$ cat src/rtl/deser_pkg.sv
// Shared constants for the banked deserializer.
// Assumes the lane count is a power of two and each lane holds at least two bits.
package deser_pkg;
    parameter int DEF_LANES  = 4;
    parameter int DEF_LANE_W = 4;
endpackage

$ cat src/rtl/deser_bit_seq.sv
// Bit sequencer: counts accepted bits within a word and selects the lane
// that takes the current bit. Assumes LANES is a power of two.
module deser_bit_seq #(
    parameter int LANES  = deser_pkg::DEF_LANES,
    parameter int LANE_W = deser_pkg::DEF_LANE_W
) (
    input  logic             clk,
    input  logic             rst_n,
    input  logic             ser_vld,
    output logic [LANES-1:0] lane_en,
    output logic             word_done
);
    localparam int WORD_W = LANES * LANE_W;
    localparam int CNT_W  = $clog2(WORD_W);
    localparam int SEL_W  = (LANES > 1) ? $clog2(LANES) : 1;
    localparam logic [CNT_W-1:0] LAST = CNT_W'(WORD_W - 1);

    logic [CNT_W-1:0] cnt;
    logic [SEL_W-1:0] sel;

    // Advance the bit count on each accepted bit, wrapping after the last bit of a word.
    always_ff @(posedge clk) begin
        if (!rst_n)
            cnt <= '0;
        else if (ser_vld)
            cnt <= (cnt == LAST) ? '0 : cnt + 1'b1;
    end

    // The low bits of the count pick the lane (bit k goes to lane k mod LANES).
    assign sel       = SEL_W'(cnt);
    assign word_done = ser_vld && (cnt == LAST);

    // One enable per lane; only the selected lane moves, and only on an accepted bit.
    generate
        for (genvar j = 0; j < LANES; j++) begin : g_en
            assign lane_en[j] = ser_vld && (sel == SEL_W'(j));
        end
    endgenerate

    // Assertion arming flag: goes high one cycle after reset is released.
    logic arm;
    always_ff @(posedge clk) begin
        if (!rst_n) arm <= 1'b0;
        else        arm <= 1'b1;
    end

    a_r5_one_lane: assert property (@(posedge clk) disable iff (!rst_n)
        $onehot0(lane_en));
    a_r4_idle_holds_count: assert property (@(posedge clk) disable iff (!rst_n)
        (arm && !ser_vld) |=> $stable(cnt));
    a_r3_wrap_after_done: assert property (@(posedge clk) disable iff (!rst_n)
        word_done |=> (cnt == '0));
endmodule

$ cat src/rtl/deser_lane.sv
// One lane register: a small shift register that takes a new bit at its
// least significant end whenever its enable is high and holds otherwise.
module deser_lane #(
    parameter int LANE_W = deser_pkg::DEF_LANE_W
) (
    input  logic              clk,
    input  logic              rst_n,
    input  logic              en,
    input  logic              din,
    output logic [LANE_W-1:0] q
);
    // Shift toward the MSB on enable so the oldest bit ends at the top.
    always_ff @(posedge clk) begin
        if (!rst_n)
            q <= '0;
        else if (en)
            q <= {q[LANE_W-2:0], din};
    end

    // Assertion arming flag.
    logic arm;
    always_ff @(posedge clk) begin
        if (!rst_n) arm <= 1'b0;
        else        arm <= 1'b1;
    end

    a_r4_lane_hold: assert property (@(posedge clk) disable iff (!rst_n)
        (arm && !en) |=> $stable(q));
endmodule

$ cat src/rtl/deser_word_pack.sv
// Word packer: on word completion, interleaves the lane bits into one word
// in MSB-first order and loads the word register. The last lane has not
// shifted yet at that edge, so its view includes the incoming serial bit.
module deser_word_pack #(
    parameter int LANES  = deser_pkg::DEF_LANES,
    parameter int LANE_W = deser_pkg::DEF_LANE_W
) (
    input  logic                         clk,
    input  logic                         rst_n,
    input  logic [LANES-1:0][LANE_W-1:0] lanes,
    input  logic                         ser_in,
    input  logic                         word_done,
    output logic [LANES*LANE_W-1:0]      word_out,
    output logic                         word_vld
);
    localparam int WORD_W = LANES * LANE_W;

    logic [LANES-1:0][LANE_W-1:0] view;
    logic [WORD_W-1:0]            packed_word;

    // Build each lane's final content; only the last lane still needs the incoming bit.
    generate
        for (genvar j = 0; j < LANES; j++) begin : g_view
            if (j == LANES - 1) begin : g_last
                assign view[j] = {lanes[j][LANE_W-2:0], ser_in};
            end else begin : g_stored
                assign view[j] = lanes[j];
            end
        end
        // Bit k = i*LANES + j sits in lane j at slot LANE_W-1-i; place it at WORD_W-1-k.
        for (genvar j = 0; j < LANES; j++) begin : g_lane
            for (genvar i = 0; i < LANE_W; i++) begin : g_slot
                assign packed_word[WORD_W-1-(i*LANES+j)] = view[j][LANE_W-1-i];
            end
        end
    endgenerate

    // Load the word once per completed word and strobe its validity for one cycle.
    always_ff @(posedge clk) begin
        if (!rst_n) begin
            word_out <= '0;
            word_vld <= 1'b0;
        end else begin
            word_vld <= word_done;
            if (word_done)
                word_out <= packed_word;
        end
    end

    // Assertion arming flag.
    logic arm;
    always_ff @(posedge clk) begin
        if (!rst_n) arm <= 1'b0;
        else        arm <= 1'b1;
    end

    a_r3_single_pulse: assert property (@(posedge clk) disable iff (!rst_n)
        word_vld |=> !word_vld);
    a_r6_change_with_strobe: assert property (@(posedge clk) disable iff (!rst_n)
        (arm && (word_out != $past(word_out))) |-> word_vld);
    a_r1_cleared_after_reset: assert property (@(posedge clk) disable iff (!rst_n)
        !arm |-> (word_out == '0 && !word_vld));
endmodule

$ cat src/rtl/deser_banked.sv
// Banked serial-to-parallel converter: serial bits rotate over LANES lane
// registers, each advancing once per LANES accepted bits; a word register
// loads the interleaved lane bits once per LANES*LANE_W bits, MSB-first.
// Assumes LANES is a power of two and LANE_W >= 2.
module deser_banked #(
    parameter int LANES  = deser_pkg::DEF_LANES,
    parameter int LANE_W = deser_pkg::DEF_LANE_W
) (
    input  logic                    clk,
    input  logic                    rst_n,
    input  logic                    ser_in,
    input  logic                    ser_vld,
    output logic [LANES*LANE_W-1:0] word_out,
    output logic                    word_vld
);
    logic [LANES-1:0]             lane_en;
    logic                         word_done;
    logic [LANES-1:0][LANE_W-1:0] lanes;

    deser_bit_seq #(.LANES(LANES), .LANE_W(LANE_W)) u_seq (
        .clk       (clk),
        .rst_n     (rst_n),
        .ser_vld   (ser_vld),
        .lane_en   (lane_en),
        .word_done (word_done)
    );

    generate
        for (genvar j = 0; j < LANES; j++) begin : g_lane
            deser_lane #(.LANE_W(LANE_W)) u_lane (
                .clk   (clk),
                .rst_n (rst_n),
                .en    (lane_en[j]),
                .din   (ser_in),
                .q     (lanes[j])
            );
        end
    endgenerate

    deser_word_pack #(.LANES(LANES), .LANE_W(LANE_W)) u_pack (
        .clk       (clk),
        .rst_n     (rst_n),
        .lanes     (lanes),
        .ser_in    (ser_in),
        .word_done (word_done),
        .word_out  (word_out),
        .word_vld  (word_vld)
    );

    a_r5_done_on_last_lane: assert property (@(posedge clk) disable iff (!rst_n)
        word_done |-> lane_en[LANES-1]);
endmodule

$ cat config.mk
export PLATFORM = sky130hd
export DESIGN_NAME = deser_banked
export DESIGN_NICKNAME = d
export VERILOG_FILES = /design/src/rtl/deser_pkg.sv /design/src/rtl/deser_bit_seq.sv /design/src/rtl/deser_lane.sv /design/src/rtl/deser_word_pack.sv /design/src/rtl/deser_banked.sv
export SDC_FILE = /design/constraint.sdc
export NUM_CORES = 1
export LEC_CHECK = 0
export BUFFER_PORTS_ARGS = -buffer_cell sky130_fd_sc_hd__buf_2
export CAP_MARGIN = 20
export CORE_UTILIZATION = 53
export CTS_CLUSTER_DIAMETER = 80
export DETAILED_ROUTE_END_ITERATION = 8
export PLACE_DENSITY = 0.75
export SYNTH_ARGS = -nofsm -noshare
export SYNTH_HDL_FRONTEND = slang
export SYNTH_SLANG_ARGS = --single-unit
$ cat constraint.sdc
create_clock -name clk -period 1.81 [get_ports clk]
set_input_delay 0.543 -clock clk [delete_from_list [all_inputs] [get_ports clk]]
set_output_delay 0.543 -clock clk [all_outputs]
set_load 0.02 [all_outputs]
==> impl_results.html <==
<table>
<tr><th>Metric</th><th>Value</th></tr>
<tr><th colspan="2">Pwr</th></tr>
<tr><td>Maximum ir drop on the vdd rail</td><td>approximately 0.63 mV</td></tr>
<tr><td>Total power</td><td>between 1 and 1.5 mW</td></tr>
<tr><td>Pwr per Cell Area</td><td>903 nW/um^2</td></tr>
<tr><td>Leakage power total</td><td>roughly 0.61 nW</td></tr>
<tr><th colspan="2">Synthesis</th></tr>
<tr><td>Average cell area after synthesis</td><td>9.87 sq um</td></tr>
<tr><td>Post-Synthesis Cell Area</td><td>1260 sq um</td></tr>
<tr><td>Count of yosys warnings during synthesis</td><td>0</td></tr>
<tr><td>Synth Instances</td><td>around 130</td></tr>
<tr><td>Largest area contributor in the synthesized netlist</td><td>sky130_fd_sc_hd__dfxtp_1</td></tr>
<tr><td>Share of the synthesized area in compound gates (AO/OA/AOI/OAI)</td><td>17.4%</td></tr>
<tr><td>Adder and majority gate portion of the synthesized area</td><td>3.96%</td></tr>
<tr><td>Simple-Gate Fraction of Synth Area</td><td>between 10% and 20%</td></tr>
<tr><td>Fraction of the yosys area taken by sequential cells</td><td>57.0%</td></tr>
<tr><td>Most area-consuming cells after synthesis</td><td>sky130_fd_sc_hd__dfxtp_1, sky130_fd_sc_hd__a22o_1, sky130_fd_sc_hd__nand3_1</td></tr>
<tr><td>Portion of netlist area occupied by mux cells</td><td>0.792%</td></tr>
<tr><td>XOR/XNOR Fraction of Synth Area</td><td>around 1.4%</td></tr>
<tr><td>Dominant combinational cell family by area after synthesis</td><td>compound AO/OA/AOI/OAI gates</td></tr>
<tr><td>Number of register bits inferred by synthesis</td><td>36</td></tr>
<tr><td>Post-synth cell types</td><td>20</td></tr>
<tr><td>Synthesized netlist net count</td><td>136</td></tr>
<tr><td>Top-area cell type share of the netlist area</td><td>57.0%</td></tr>
<tr><th colspan="2">Placed design</th></tr>
<tr><td>Minimum setup slack after placement</td><td>0.194 ns</td></tr>
<tr><td>I/O Buffers</td><td>20</td></tr>
<tr><td>Post-DP Area</td><td>between 1000 and 1500 sq um</td></tr>
<tr><td>Routability congestion estimate from global placement</td><td>0.785</td></tr>
<tr><td>HPWL reported at the end of detailed placement</td><td>1.58 mm</td></tr>
<tr><th colspan="2">CTS</th></tr>
<tr><td>Clock tree from TritonCTS</td><td>done</td></tr>
<tr><td>CTS Root Buffer Type</td><td>sky130_fd_sc_hd__clkbuf_4</td></tr>
<tr><td>Clock buffers created by TritonCTS</td><td>5</td></tr>
<tr><td>Longest Clk Path Bufs</td><td>2</td></tr>
<tr><td>Number of clock sinks</td><td>36</td></tr>
<tr><td>Clock transition at the registers of the reported paths</td><td>0.11 ns</td></tr>
<tr><td>Number of buffers inserted for hold repair after clock tree synthesis</td><td>0</td></tr>
<tr><td>H-tree depth reported by CTS</td><td>2</td></tr>
<tr><td>Gates resized, CTS repair</td><td>0</td></tr>
<tr><td>Post-CTS setup buffer count</td><td>0</td></tr>
<tr><td>Clock latency reported for the late side of the worst-skew pair</td><td>between 0.3 and 0.4 ns</td></tr>
<tr><th colspan="2">Critical path</th></tr>
<tr><td>Largest fanout on the critical path</td><td>17</td></tr>
<tr><td>Cells traversed along the worst timing path</td><td>ha_1 &gt; nand4_1 &gt; and2_1 &gt; a22o_1</td></tr>
<tr><td>Family with the most delay on the worst path</td><td>simple AND/OR/NAND/NOR gates</td></tr>
<tr><td>Arrival time worst endpoint</td><td>1.86 ns</td></tr>
<tr><td>Worst setup path category</td><td>flop to flop</td></tr>
<tr><td>Worst path max stage delay</td><td>approximately 0.42 ns</td></tr>
<tr><td>Crit path required time</td><td>2.05 ns</td></tr>
<tr><td>Crit start category</td><td>flop</td></tr>
<tr><td>Slowest-stage cell, CP</td><td>sky130_fd_sc_hd__dfxtp_1</td></tr>
<tr><td>Count of buffering cells on the critical path with inverters included</td><td>0</td></tr>
<tr><td>Capturing element type of the critical path</td><td>flop</td></tr>
<tr><th colspan="2">Timing</th></tr>
<tr><td>Sum of negative setup slack</td><td>0 ns</td></tr>
<tr><td>Shortest clock period the worst path allows after layout</td><td>1.62 ns</td></tr>
<tr><td>Fin. max-slew vios</td><td>0</td></tr>
<tr><td>Final period util</td><td>89.8%</td></tr>
<tr><td>Max Clock Skew</td><td>0.00496 ns</td></tr>
<tr><td>Final setup margin</td><td>0.185 ns</td></tr>
<tr><td>Actual slew at the worst max-slew pin</td><td>0.592 ns</td></tr>
<tr><td>Final hold vios</td><td>0</td></tr>
<tr><td>Relative slew margins</td><td>60.5%</td></tr>
<tr><td>Max Clk Rate</td><td>616 MHz</td></tr>
<tr><td>Setup repair after global routing missed its margin</td><td>false</td></tr>
<tr><td>Final setup violation count</td><td>0</td></tr>
<tr><th colspan="2">Cells and area</th></tr>
<tr><td>Fraction of layout cells with a size suffix above 1</td><td>between 20% and 30%</td></tr>
<tr><td>Fill count</td><td>194</td></tr>
<tr><td>Final net count</td><td>161</td></tr>
<tr><td>Highest-count cells in the layout ignoring fill and taps</td><td>sky130_fd_sc_hd__dfxtp_1, sky130_fd_sc_hd__buf_2, sky130_fd_sc_hd__nand2_1</td></tr>
<tr><td>Area growth syn-to-layout</td><td>15.3%</td></tr>
<tr><td>Final design instance area without fill</td><td>1460 sq um</td></tr>
<tr><td>Area taken by multi-input logic gates</td><td>499 sq um</td></tr>
<tr><td>Diode count</td><td>0</td></tr>
<tr><td>Total area of sequential cells</td><td>721 sq um</td></tr>
<tr><td>Leading cell type in the layout, fill and taps excluded</td><td>sky130_fd_sc_hd__dfxtp_1</td></tr>
<tr><th colspan="2">Global route</th></tr>
<tr><td>Overall global routing resource usage</td><td>20.4%</td></tr>
<tr><td>Via count of the first global-routing pass</td><td>862</td></tr>
<tr><td>Initial antenna violation count</td><td>0</td></tr>
<tr><td>Pin count of the biggest net entering global routing</td><td>24</td></tr>
<tr><td>First-pass GRT wire length</td><td>between 3 and 4 mm</td></tr>
<tr><td>Total gr overflow</td><td>0</td></tr>
<tr><th colspan="2">Job</th></tr>
<tr><td>Count of max-cap constraint violations</td><td>0</td></tr>
<tr><th colspan="2">Drt</th></tr>
<tr><td>Detailed-route wire length</td><td>2.25 mm</td></tr>
<tr><td>Routed length per placed instance</td><td>about 12 um</td></tr>
<tr><td>Remaining antenna violation count after routing</td><td>0</td></tr>
<tr><td>Vias</td><td>approximately 950</td></tr>
<tr><td>Remaining design rule violation count</td><td>0</td></tr>
<tr><td>First-pass DRT Iterations</td><td>4</td></tr>
<tr><td>Vias per inst</td><td>5.24</td></tr>
<tr><td>Iteration-0 DRC count of the detailed router</td><td>7</td></tr>
<tr><th colspan="2">Worst hold path</th></tr>
<tr><td>Hold/Removal Path Class</td><td>flop to flop</td></tr>
<tr><th colspan="2">Status</th></tr>
<tr><td>Run status</td><td>finished clean</td></tr>
<tr><th colspan="2">Floorplan</th></tr>
<tr><td>Horizontal extent of the die</td><td>50.8 um</td></tr>
<tr><td>Number of core rows</td><td>17</td></tr>
<tr><td>Die Span Y</td><td>50.8 um</td></tr>
<tr><td>Core Box Area</td><td>2230 sq um</td></tr>
<tr><td>Floorplan die area</td><td>2580 sq um</td></tr>
<tr><td>Effective utilization at floorplan</td><td>56.6%</td></tr>
<tr><td>Number of I/O pins</td><td>21</td></tr>
</table>
## tightest hold or removal path, delay by kind of cell, from the launching register on
family / cells / cell delay (ns)
flip-flops: 1 / 0.33
AND/OR/NAND/NOR: 1 / 0.05
AO/OA/AOI/OAI: 1 / 0.05
## metrics by stage
step | hold slack (ns) | instances | utilization [%]
finish | 0.465 | 182 | 65.3
global route | 0.493 | 182 | 65.3
CTS | 0.462 | 182 | 65.3
detailed placement | 0.447 | 174 | 62.5
global placement | 0.444 | 174 | 62.5
floorplan | 0.436 | 128 | -
## layer usage
metal / global-route usage [%] / share of wire (%) / wire length, um / vias up
li1: - / - / - / 500
met1: 23.5 / 46 / 1040 / 434
met2: 32.4 / 48 / 1080 / 14
met3: 6.25 / 3.8 / 86 / 5
met4: 13.9 / 1.6 / 37 / 0
met5: 0 / 0 / 0 / -
## flip-flops by register name (all words and copies together) (netlist names)
register         count
u_pack.word_vld      1
u_pack.word_out     16
u_seq.cnt            4
g_lane.u_lane.q     15
## cell families (layout without fill, tap and decap cells)
family                     Yosys count  count (layout)
DFF                                 36              36
muxes                                1               1
and+or+nand+nor                     44              44
adders and majority gates            4               4
AOI/OAI and AO/OA                   32              32
buffers and inverters                9              35
xor gates and xnor gates             2               2
## power by group
group,total [mW],switching (mW),internal [mW]
Clock,0.447,0.262,0.185
Sequential,0.807,0.00757,0.800
Combinational,0.0625,0.0432,0.0193
## Yosys cell counts
master,instances
sky130_fd_sc_hd__mux2i_1,1
sky130_fd_sc_hd__nor2_1,2
sky130_fd_sc_hd__buf_2,2
sky130_fd_sc_hd__buf_1,1
sky130_fd_sc_hd__dfxtp_1,36
sky130_fd_sc_hd__nand3_1,17
sky130_fd_sc_hd__buf_6,1
sky130_fd_sc_hd__inv_2,1
sky130_fd_sc_hd__a21oi_1,16
sky130_fd_sc_hd__nand4_1,2
sky130_fd_sc_hd__nand2_1,19
sky130_fd_sc_hd__clkbuf_1,2
sky130_fd_sc_hd__ha_1,4
sky130_fd_sc_hd__and2_1,2
sky130_fd_sc_hd__nand2b_1,1
sky130_fd_sc_hd__xor2_1,1
sky130_fd_sc_hd__nor2_2,1
sky130_fd_sc_hd__a22o_1,16
sky130_fd_sc_hd__inv_1,2
sky130_fd_sc_hd__xnor2_1,1
## worst paths after layout
check,start,slack [ns],cells after the start,to
worst max-delay path,u_seq.cnt[0],0.19,4,u_pack.word_out[9]
worst min-delay path,g_lane[1].u_lane.q[3],0.47,2,g_lane[1].u_lane.q[3]
worst max register to register,u_seq.cnt[0],0.19,4,u_pack.word_out[9]
worst min register to register,g_lane[1].u_lane.q[3],0.47,2,g_lane[1].u_lane.q[3]
## final cells by class
class | instances | area share [%]
repair buffers | 24 | 8.93
well taps | 28 | 2.40
inverters | 3 | 0.773
multi-input cells | 83 | 34.2
clock inverters | 2 | 0.687
clock buffers | 6 | 3.52
flip-flops and latches | 36 | 49.4
Power figures use the tool's default switching activity.
